==> src/rtl/te_pkg.sv <==
package te_pkg;
  typedef enum logic [1:0] {
    TE_OFF   = 2'd0,
    TE_RSVD  = 2'd1,
    TE_LINE  = 2'd2,
    TE_VONLY = 2'd3
  } te_mode_e;

  localparam int TE_SYNC_STAGES = 2;
  localparam int TE_CHANNELS    = 2;
  localparam int TE_CH_H        = 0;
  localparam int TE_CH_V        = 1;
endpackage

==> src/rtl/te_pin_sync.sv <==
module te_pin_sync #(
  parameter int STAGES = 2
) (
  input  logic clk,
  input  logic rst_n,
  input  logic din,
  output logic dout
);
  logic [STAGES-1:0] sr_q;

  always_ff @(posedge clk or negedge rst_n) begin
    if (!rst_n) sr_q <= '0;
    else        sr_q <= {sr_q[STAGES-2:0], din};
  end

  assign dout = sr_q[STAGES-1];
endmodule

==> src/rtl/te_width_meter.sv <==
module te_width_meter #(
  parameter int CNT_W = 16
) (
  input  logic             clk,
  input  logic             rst_n,
  input  logic             clear,
  input  logic             active,
  output logic             pulse_end,
  output logic [CNT_W-1:0] width
);
  logic [CNT_W-1:0] cnt_q;

  always_ff @(posedge clk or negedge rst_n) begin
    if (!rst_n)              cnt_q <= '0;
    else if (clear)          cnt_q <= '0;
    else if (active) begin
      if (cnt_q != {CNT_W{1'b1}}) cnt_q <= cnt_q + 1'b1;
    end
    else                     cnt_q <= '0;
  end

  // A pulse ends on the first inactive cycle after at least one active cycle.
  assign pulse_end = !active && (cnt_q != '0) && !clear;
  assign width     = cnt_q;
endmodule

==> src/rtl/te_line_matcher.sv <==
module te_line_matcher
  import te_pkg::*;
#(
  parameter int LINE_W = 11
) (
  input  logic              clk,
  input  logic              rst_n,
  input  logic              enable,
  input  te_mode_e          mode,
  input  logic [LINE_W-1:0] target,
  input  logic              hs_evt,
  input  logic              vs_evt,
  output logic              match,
  output logic [LINE_W-1:0] line_count
);
  localparam logic [LINE_W-1:0] LINE_MAX = {LINE_W{1'b1}};

  logic              armed_q;
  logic [LINE_W-1:0] cnt_q;
  logic              match_q;
  logic [LINE_W-1:0] cnt_inc;
  logic              at_max;
  logic              hit_line;

  assign at_max   = (cnt_q == LINE_MAX);
  assign cnt_inc  = cnt_q + 1'b1;
  assign hit_line = armed_q && !at_max && (cnt_inc == target);

  always_ff @(posedge clk or negedge rst_n) begin
    if (!rst_n) begin
      armed_q <= 1'b0;
      cnt_q   <= '0;
      match_q <= 1'b0;
    end else if (!enable) begin
      armed_q <= 1'b0;
      cnt_q   <= '0;
      match_q <= 1'b0;
    end else begin
      match_q <= 1'b0;
      if (vs_evt) begin
        armed_q <= 1'b1;
        cnt_q   <= '0;
        unique case (mode)
          TE_VONLY: match_q <= 1'b1;
          TE_LINE:  match_q <= (target == '0);
          default:  match_q <= 1'b0;
        endcase
      end else if (hs_evt && armed_q) begin
        if (!at_max) cnt_q <= cnt_inc;
        match_q <= (mode == TE_LINE) && hit_line;
      end
    end
  end

  assign match      = match_q;
  assign line_count = cnt_q;
endmodule

==> src/rtl/te_pulse_detector.sv <==
module te_pulse_detector
  import te_pkg::*;
#(
  parameter int HS_W         = 3,
  parameter int VS_W         = 12,
  parameter int VS_UNIT_LOG2 = 3,
  parameter int LINE_W       = 11
) (
  input  logic              clk,
  input  logic              rst_n,
  input  logic              te_pin,
  input  logic              enable,
  input  logic [1:0]        mode,
  input  logic              hs_invert,
  input  logic              vs_invert,
  input  logic [HS_W-1:0]   hs_width_cfg,
  input  logic [VS_W-1:0]   vs_width_cfg,
  input  logic [LINE_W-1:0] target_line,
  output logic              hsync_evt,
  output logic              vsync_evt,
  output logic              match,
  output logic [LINE_W-1:0] line_count
);
  localparam int CNT_W = VS_W + VS_UNIT_LOG2 + 1;

  logic                 pin_s;
  logic [TE_CHANNELS-1:0] ch_active;
  logic [TE_CHANNELS-1:0] ch_end;
  logic [CNT_W-1:0]     ch_width [TE_CHANNELS];
  logic [CNT_W-1:0]     hs_ticks;
  logic [CNT_W-1:0]     vs_ticks;
  logic                 hs_q, vs_q;

  te_pin_sync #(.STAGES(TE_SYNC_STAGES)) u_sync (
    .clk  (clk),
    .rst_n(rst_n),
    .din  (te_pin),
    .dout (pin_s)
  );

  assign ch_active[TE_CH_H] = pin_s ^ hs_invert;
  assign ch_active[TE_CH_V] = pin_s ^ vs_invert;

  for (genvar gi = 0; gi < TE_CHANNELS; gi++) begin : g_meter
    te_width_meter #(.CNT_W(CNT_W)) u_meter (
      .clk      (clk),
      .rst_n    (rst_n),
      .clear    (!enable),
      .active   (ch_active[gi]),
      .pulse_end(ch_end[gi]),
      .width    (ch_width[gi])
    );
  end

  assign hs_ticks = CNT_W'(hs_width_cfg) + 1'b1;
  assign vs_ticks = (CNT_W'(vs_width_cfg) + 1'b1) << VS_UNIT_LOG2;

  always_ff @(posedge clk or negedge rst_n) begin
    if (!rst_n) begin
      hs_q <= 1'b0;
      vs_q <= 1'b0;
    end else begin
      vs_q <= enable && ch_end[TE_CH_V] && (ch_width[TE_CH_V] >= vs_ticks);
      hs_q <= enable && ch_end[TE_CH_H] && (ch_width[TE_CH_H] >= hs_ticks)
                     && (ch_width[TE_CH_H] < vs_ticks);
    end
  end

  assign hsync_evt = hs_q;
  assign vsync_evt = vs_q;

  te_line_matcher #(.LINE_W(LINE_W)) u_match (
    .clk       (clk),
    .rst_n     (rst_n),
    .enable    (enable),
    .mode      (te_mode_e'(mode)),
    .target    (target_line),
    .hs_evt    (hs_q),
    .vs_evt    (vs_q),
    .match     (match),
    .line_count(line_count)
  );
endmodule

==> config.mk <==
export PLATFORM = sky130hd
export DESIGN_NAME = te_pulse_detector
export DESIGN_NICKNAME = d
export VERILOG_FILES = /design/src/rtl/te_pkg.sv /design/src/rtl/te_pin_sync.sv /design/src/rtl/te_width_meter.sv /design/src/rtl/te_line_matcher.sv /design/src/rtl/te_pulse_detector.sv
export SDC_FILE = /design/constraint.sdc
export NUM_CORES = 1
export LEC_CHECK = 0
export ABC_AREA = 0
export BUFFER_PORTS_ARGS = -buffer_cell sky130_fd_sc_hd__buf_4
export CAP_MARGIN = 10
export CELL_PAD_IN_SITES_DETAIL_PLACEMENT = 0
export CELL_PAD_IN_SITES_GLOBAL_PLACEMENT = 1
export CORE_MARGIN = 10
export CORE_UTILIZATION = 48
export DETAILED_ROUTE_END_ITERATION = 10
export GPL_ROUTABILITY_DRIVEN = 0
export PLACE_DENSITY = 0.86
export SYNTH_ARGS = -nofsm -noshare
export SYNTH_HDL_FRONTEND = slang
export SYNTH_SLANG_ARGS = --single-unit
export TNS_END_PERCENT = 50
==> constraint.sdc <==
create_clock -name clk -period 3.5 [get_ports clk]
set_input_delay 0.875 -clock clk [delete_from_list [all_inputs] [get_ports clk]]
set_output_delay 0.875 -clock clk [all_outputs]
set_load 0.05 [all_outputs]
* Yosys cells after proc, flatten, opt, wreduce, memory -nomap -nowiden
Index checks and enable logic that the tools add are counted.
** Operators by class
- Bitwise logic cells :: 2
- Multiply operators :: 0
- Equal/unequal tests :: 11
- Shift operators :: 0
- $add $sub $neg :: 5
- Multiplexer cells :: 16
- Divide/modulo/power cells :: 0
- Reduce and logical (&&, ||, !) cells :: 20
- Magnitude comparators :: 3
** Operators by type and width (count)
- 2-to-1 mux 16 bit :: 6
- 2-to-1 mux 11 bit :: 4
- adder 16 x 1 -> 16 bit, second input constant :: 2
- != test 16 bit, second input constant :: 2
- nonzero test 16 bit :: 2
- >= comparator 16 bit :: 1
- >= comparator 16 x 4 -> 1 bit :: 1
- < comparator 16 bit :: 1
- adder 12 x 1 -> 13 bit, second input constant :: 1
- logical AND 1 bit :: 13
- adder 11 x 1 -> 11 bit, second input constant :: 1
- == test 11 bit :: 1
- == test 11 bit, second input constant :: 1
- logical NOT 11 bit :: 1
- != test 3 bit, second input constant :: 3
- 2-to-1 mux 1 bit :: 5
- adder 3 x 1 -> 4 bit, second input constant :: 1
- == test 2 bit, second input constant :: 2
- logical NOT 1 bit :: 3
- != test 3 x 1 -> 1 bit, second input constant :: 1
- != test 2 x 1 -> 1 bit, second input constant :: 1
- case mux 1 bit (2 select lines) :: 1
- AND reduction 2 bit :: 1
- XOR 1 bit :: 2
** Word-level totals
- Register bits after elaboration :: 49
- Input port bits :: 34
- Memories :: 0
- Word-level logic and storage cells :: 65
- ROM bits :: 0
- Latch bits :: 0
- RAM bits :: 0

* Logic depth before layout (Yosys ltp)
- Depth in word-level cells :: 8
- Depth in mapped cells :: 10
- Depth with buffers taken out :: 9

* Modules after synthesis
Synthesis repeated with hierarchy kept, for this count alone.
** Second synthesis, totals
- Cell total of the unflattened synthesis :: 426
- Area, all modules :: 3981.3 sq um
** By module, submodules not included
- te_width_meter :: instances 2, seq. area each 400.4 sq um, area an instance 945.9 sq um, cells an instance 95
- te_pulse_detector :: instances 1, seq. area each 50.0 sq um, area an instance 1021.0 sq um, cells an instance 121
- te_line_matcher :: instances 1, seq. area each 325.3 sq um, area an instance 1018.5 sq um, cells an instance 113
- te_pin_sync :: instances 1, seq. area each 50.0 sq um, area an instance 50.0 sq um, cells an instance 2

* Worst setup path before layout
OpenSTA, ideal clock, no wires.
- Kind :: input to register
- Start :: input vs_width_cfg[2]
- End :: register vs_q (netlist: vsync_evt)
- Buffers on the path :: 1
- Cell stages on the path :: 10
- Data required time :: 3.374 ns
- Setup slack :: 0.938 ns
- Data arrival time :: 2.436 ns
- Cell sequence :: buf_2 and3_1 xnor2_1 ha_1 a21o_1 a21oi_1 o21ai_0 a221oi_1 o21ai_0 o2bb2ai_1
** Between the ends
- Word-level cells in the longest chain between the ends :: 3
** RTL lines
- start, declared :: RTL line te_pulse_detector.sv:17 : input logic [VS_W-1:0] vs_width_cfg,
- adder 12 x 1 -> 13 bit :: RTL line te_pulse_detector.sv:56 : assign vs_ticks = (CNT_W'(vs_width_cfg) + 1'b1) << VS_UNIT_LOG2;
- >= comparator 16 bit :: RTL line te_pulse_detector.sv:63 : vs_q <= enable && ch_end[TE_CH_V] && (ch_width[TE_CH_V] >= vs_ticks);
- logical AND 1 bit :: RTL line te_pulse_detector.sv:63
- end signal, assigned :: RTL line te_pulse_detector.sv:63
- end, declared :: RTL line te_pulse_detector.sv:32 : logic hs_q, vs_q;
No other way between the ends.
A chain may end at the register's enable or synchronous reset.

* Final worst setup path
- Start :: input vs_width_cfg[0]
- End :: register vs_q (netlist: vsync_evt)
The elaborated chain is that of the path after synthesis.

==> results by group <==
Floorplanning
  • Die area: between 10000 and 15000 um2
  • I/O pin total: between 40 and 50
  • Die H: about 110 um
  • Core Footprint: 7690 um2
  • Row cnt: 32
  • Die width: roughly 110 um
  • Initial Util: roughly 49%

Final layout
  • Layout cells sized above 1: between 10% and 20%
  • Seq. cell area: approximately 1200 um2
  • FILL cells: between 700 and 800
  • # nets final: 528
  • Syn-to-layout area delta: 12.6%
  • Area of the multi-input gates: ~2400 um2
  • Layout Utilization: 55.4%
  • Antenna cells: 0

Setup path
  • CP endpoint: vsync_evt
  • Worst reg2reg startpoint: u_match.line_count[0]
  • Worst setup SP type: primary input
  • Crit path required time: approximately 3.7 ns
  • Register-to-Register Path Depth: 7
  • Setup crit start: vs_width_cfg[0]
  • FF-to-FF End: u_match.match
  • Maximum fanout along the worst path: 6
  • Crit path capture type: register
  • Worst R2R Setup Slack: about 1.3 ns
  • Setup CP Type: in -> reg
  • WP data arrival: between 2 and 3 ns

Clocking
  • # H-tree levels: 2
  • Reg clk slew, reported paths: approximately 0.10 ns
  • Clk Latency, worst-skew pair: about 0.30 ns
  • Total CTS buffers: 5
  • Num Clock Sinks: between 40 and 50
  • Setup repair bufs after CTS: 0
  • Hold_buf cts: 0
  • PostCTS Resize Cnt: 0
  • Clock buffer depth: 2
  • CTS tree: built
  • Root buffer cell: clkbuf_8

GRT
  • Largest net degree at the start of global routing: 50
  • Vias in the first global route: 3297
  • Antenna violations before repair: 0
  • Overflow left after global routing: 0
  • First-pass GRT wire length: about 16000 um
  • Total GRT Usage: between 10% and 20%

Routing
  • Final WL: between 9000 and 10000 um
  • Final ANT Viol Nets: 0
  • DR vias/cell: around 5.8
  • Via count: about 3300
  • Post-detailed-route wirelength per cell: 16.3 um
  • DRT iter0 DRCs: 250
  • DRC: 0
  • DRT Pass-1 Iters: 4

Synthesis
  • Yosys top cell area share: between 30% and 40%
  • Post-synth EDFFs: 0
  • Synth cell types: 62
  • Synthesized area: around 3800 um2
  • Syn_area_per_cell: between 8 and 9 um2
  • Post-synth ARST share: between 90% and 100%
  • Post-synth top area cell: dfrtp_1
  • Synth Instances: ~430
  • Post-synth top cells: 49 x dfrtp_1, 47 x nor2_1, 34 x xor2_1
  • Syn nets: ~490
  • Post-synthesis mux area share: approximately 1.1%
  • Largest family of logic cells by synthesized area: simple AND/OR/NAND/NOR gates
  • Area contributors post-synth: dfrtp_1 32%, ha_1 8.9%, xor2_1 7.9%
  • Leading cell type by number of instances after synthesis: dfrtp_1
  • #FFs+latches synth: between 40 and 50
  • Post-synthesis compound-gate area fraction: about an eighth
  • Post-Synth XOR/XNOR Area: a little over an eighth
  • Yosys warning total: 0
  • Seq/Total Area, Yosys: 32.4%
  • Synth Area in Simple Gates: 27.2%
  • Ys flop type: dfrtp_1
  • Post-Synth Adder-Cell Area: 9.23%

Status
  • Outcome: completed

STA
  • Worst setup margin: around 1.1 ns
  • Final hold vios: 0
  • Tcrit/Tclk final: a little over two thirds
  • Max Fclk: between 400 and 500 MHz
  • Least-Margin Pin Slew: roughly 0.66 ns
  • Slew margin rel.: a little under three fifths
  • Final TNS setup: 0 ns
  • Max-slew violation count: 0
  • Setup violators final: 0
  • Final worst clock skew: 0.00664 ns
  • Min Hold Slack: around 0.36 ns
  • RSZ-0062 raised after global routing: no
  • Fin crit period: between 2 and 2.5 ns

Min path
  • HP Class: reg -> reg

Power
  • Lkg Pwr: 1.83 nW
  • P per Cell Area: 252 nW/um2
  • Maximum VDD drop: about 0.14 mV

Flow run
  • Maxcap violations: 0

Placement
  • Post-DP HPWL: 7250 um
  • Dpl ws: roughly 0.74 ns
  • Port Buf Inserts: between 40 and 50
## metal layers
layer	track usage [%]	part of all wire (%)	vias to the layer above	wire length, um
met5	0	0	-	0
met4	3.95	1.1	0	103
met3	3.13	5.6	8	519
met2	26.2	46	81	4280
met1	21.6	47	1568	4370
li1	-	-	1637	-
## cells by family after synthesis
| family | count (synthesis) |
|---|---|
| XOR/XNOR | 59 |
| multiplexers | 4 |
| flip-flops | 49 |
| AO/OA/AOI/OAI | 66 |
| adder cells (fa/ha/maj) | 28 |
| AND/OR/NAND/NOR | 193 |
| buffers and inverters | 33 |
## state kept, by name (all words and copies together) (netlist names)
register / flops
g_meter.u_meter.width: 32
hsync_evt: 1
u_match.armed_q: 1
u_match.line_count: 11
u_match.match: 1
u_sync.sr_q: 2
vsync_evt: 1
## critical path: stages
cell,delay [ns]
buf_4,0.13
ha_1,0.28
inv_1,0.09
ha_1,0.24
and4b_1,0.19
nor3_1,0.21
o21ai_0,0.13
a221oi_1,0.26
o21ai_0,0.12
o2bb2ai_1,0.13
## how the worst min path moves through the flow
stage                         from        endpoint  slack (ns)  depth (start not counted)
finish              u_sync.sr_q[0]  u_sync.sr_q[1]        0.36                          0
global route        u_sync.sr_q[0]  u_sync.sr_q[1]        0.37                          0
CTS                 u_sync.sr_q[0]  u_sync.sr_q[1]        0.37                          0
detailed placement  u_sync.sr_q[0]  u_sync.sr_q[1]        0.34                          0
global placement    u_sync.sr_q[0]  u_sync.sr_q[1]        0.34                          0
floorplan           u_sync.sr_q[0]  u_sync.sr_q[1]        0.33                          0
## cells in the final DEF (no fill, tap or decap), types with 2 or more instances in the layout
| master | Yosys | final |
|---|---|---|
| a21o_1 | 4 | 4 |
| o2111ai_1 | 2 | 2 |
| nor2_1 | 47 | 47 |
| nand2_1 | 28 | 28 |
| o21a_1 | 3 | 3 |
| a31oi_1 | 6 | 6 |
| clkbuf_8 | 0 | 5 |
| and4b_1 | 2 | 2 |
| or3_1 | 6 | 6 |
| o21ai_0 | 10 | 10 |
| nand4_1 | 16 | 16 |
| buf_4 | 0 | 48 |
| and3_2 | 2 | 2 |
| nor3_1 | 12 | 12 |
| and2_1 | 5 | 5 |
| and3_1 | 7 | 7 |
| o221ai_1 | 2 | 2 |
| nand3_1 | 32 | 32 |
| dfrtp_1 | 49 | 49 |
| xnor2_1 | 25 | 25 |
| o31ai_1 | 3 | 3 |
| a21oi_1 | 16 | 16 |
| nor2b_1 | 2 | 2 |
| nor3b_1 | 3 | 3 |
| nor4b_1 | 2 | 2 |
| and4_1 | 5 | 5 |
| xor2_1 | 34 | 34 |
| inv_1 | 12 | 12 |
| nand4_2 | 2 | 2 |
| nand2b_1 | 9 | 9 |
| mux2i_1 | 2 | 2 |
| nor4_1 | 8 | 8 |
| o211ai_1 | 2 | 2 |
| a31o_1 | 2 | 2 |
| ha_1 | 27 | 27 |
## report_power, final
group          switching, W  internal [W]  total (W)
registers        0.00000470      0.000570   0.000575
clock network      0.000195      0.000143   0.000338
logic             0.0000905     0.0000709   0.000161
## cell type report
cell class                      count  area share [%]
Clock buffer                        6            1.70
Inverter                           13            1.15
Multi-Input combinational cell    350            56.6
Sequential cell                    49            28.8
Clock inverter                      2           0.323
Timing Repair Buffer               48            8.47
Tap cell                          102            3.00
## stage by stage
step / power (W) / area (um2) / std cells
final: 0.00107 / 4260 / 570
after CTS: 0.00109 / 4260 / 570
after floorplan: 0.000675 / 3780 / 432
after global placement: 0.000744 / 4170 / 562
after detailed placement: 0.000749 / 4170 / 562
after global routing: 0.00113 / 4260 / 570
(Power assumes the default switching activity.)
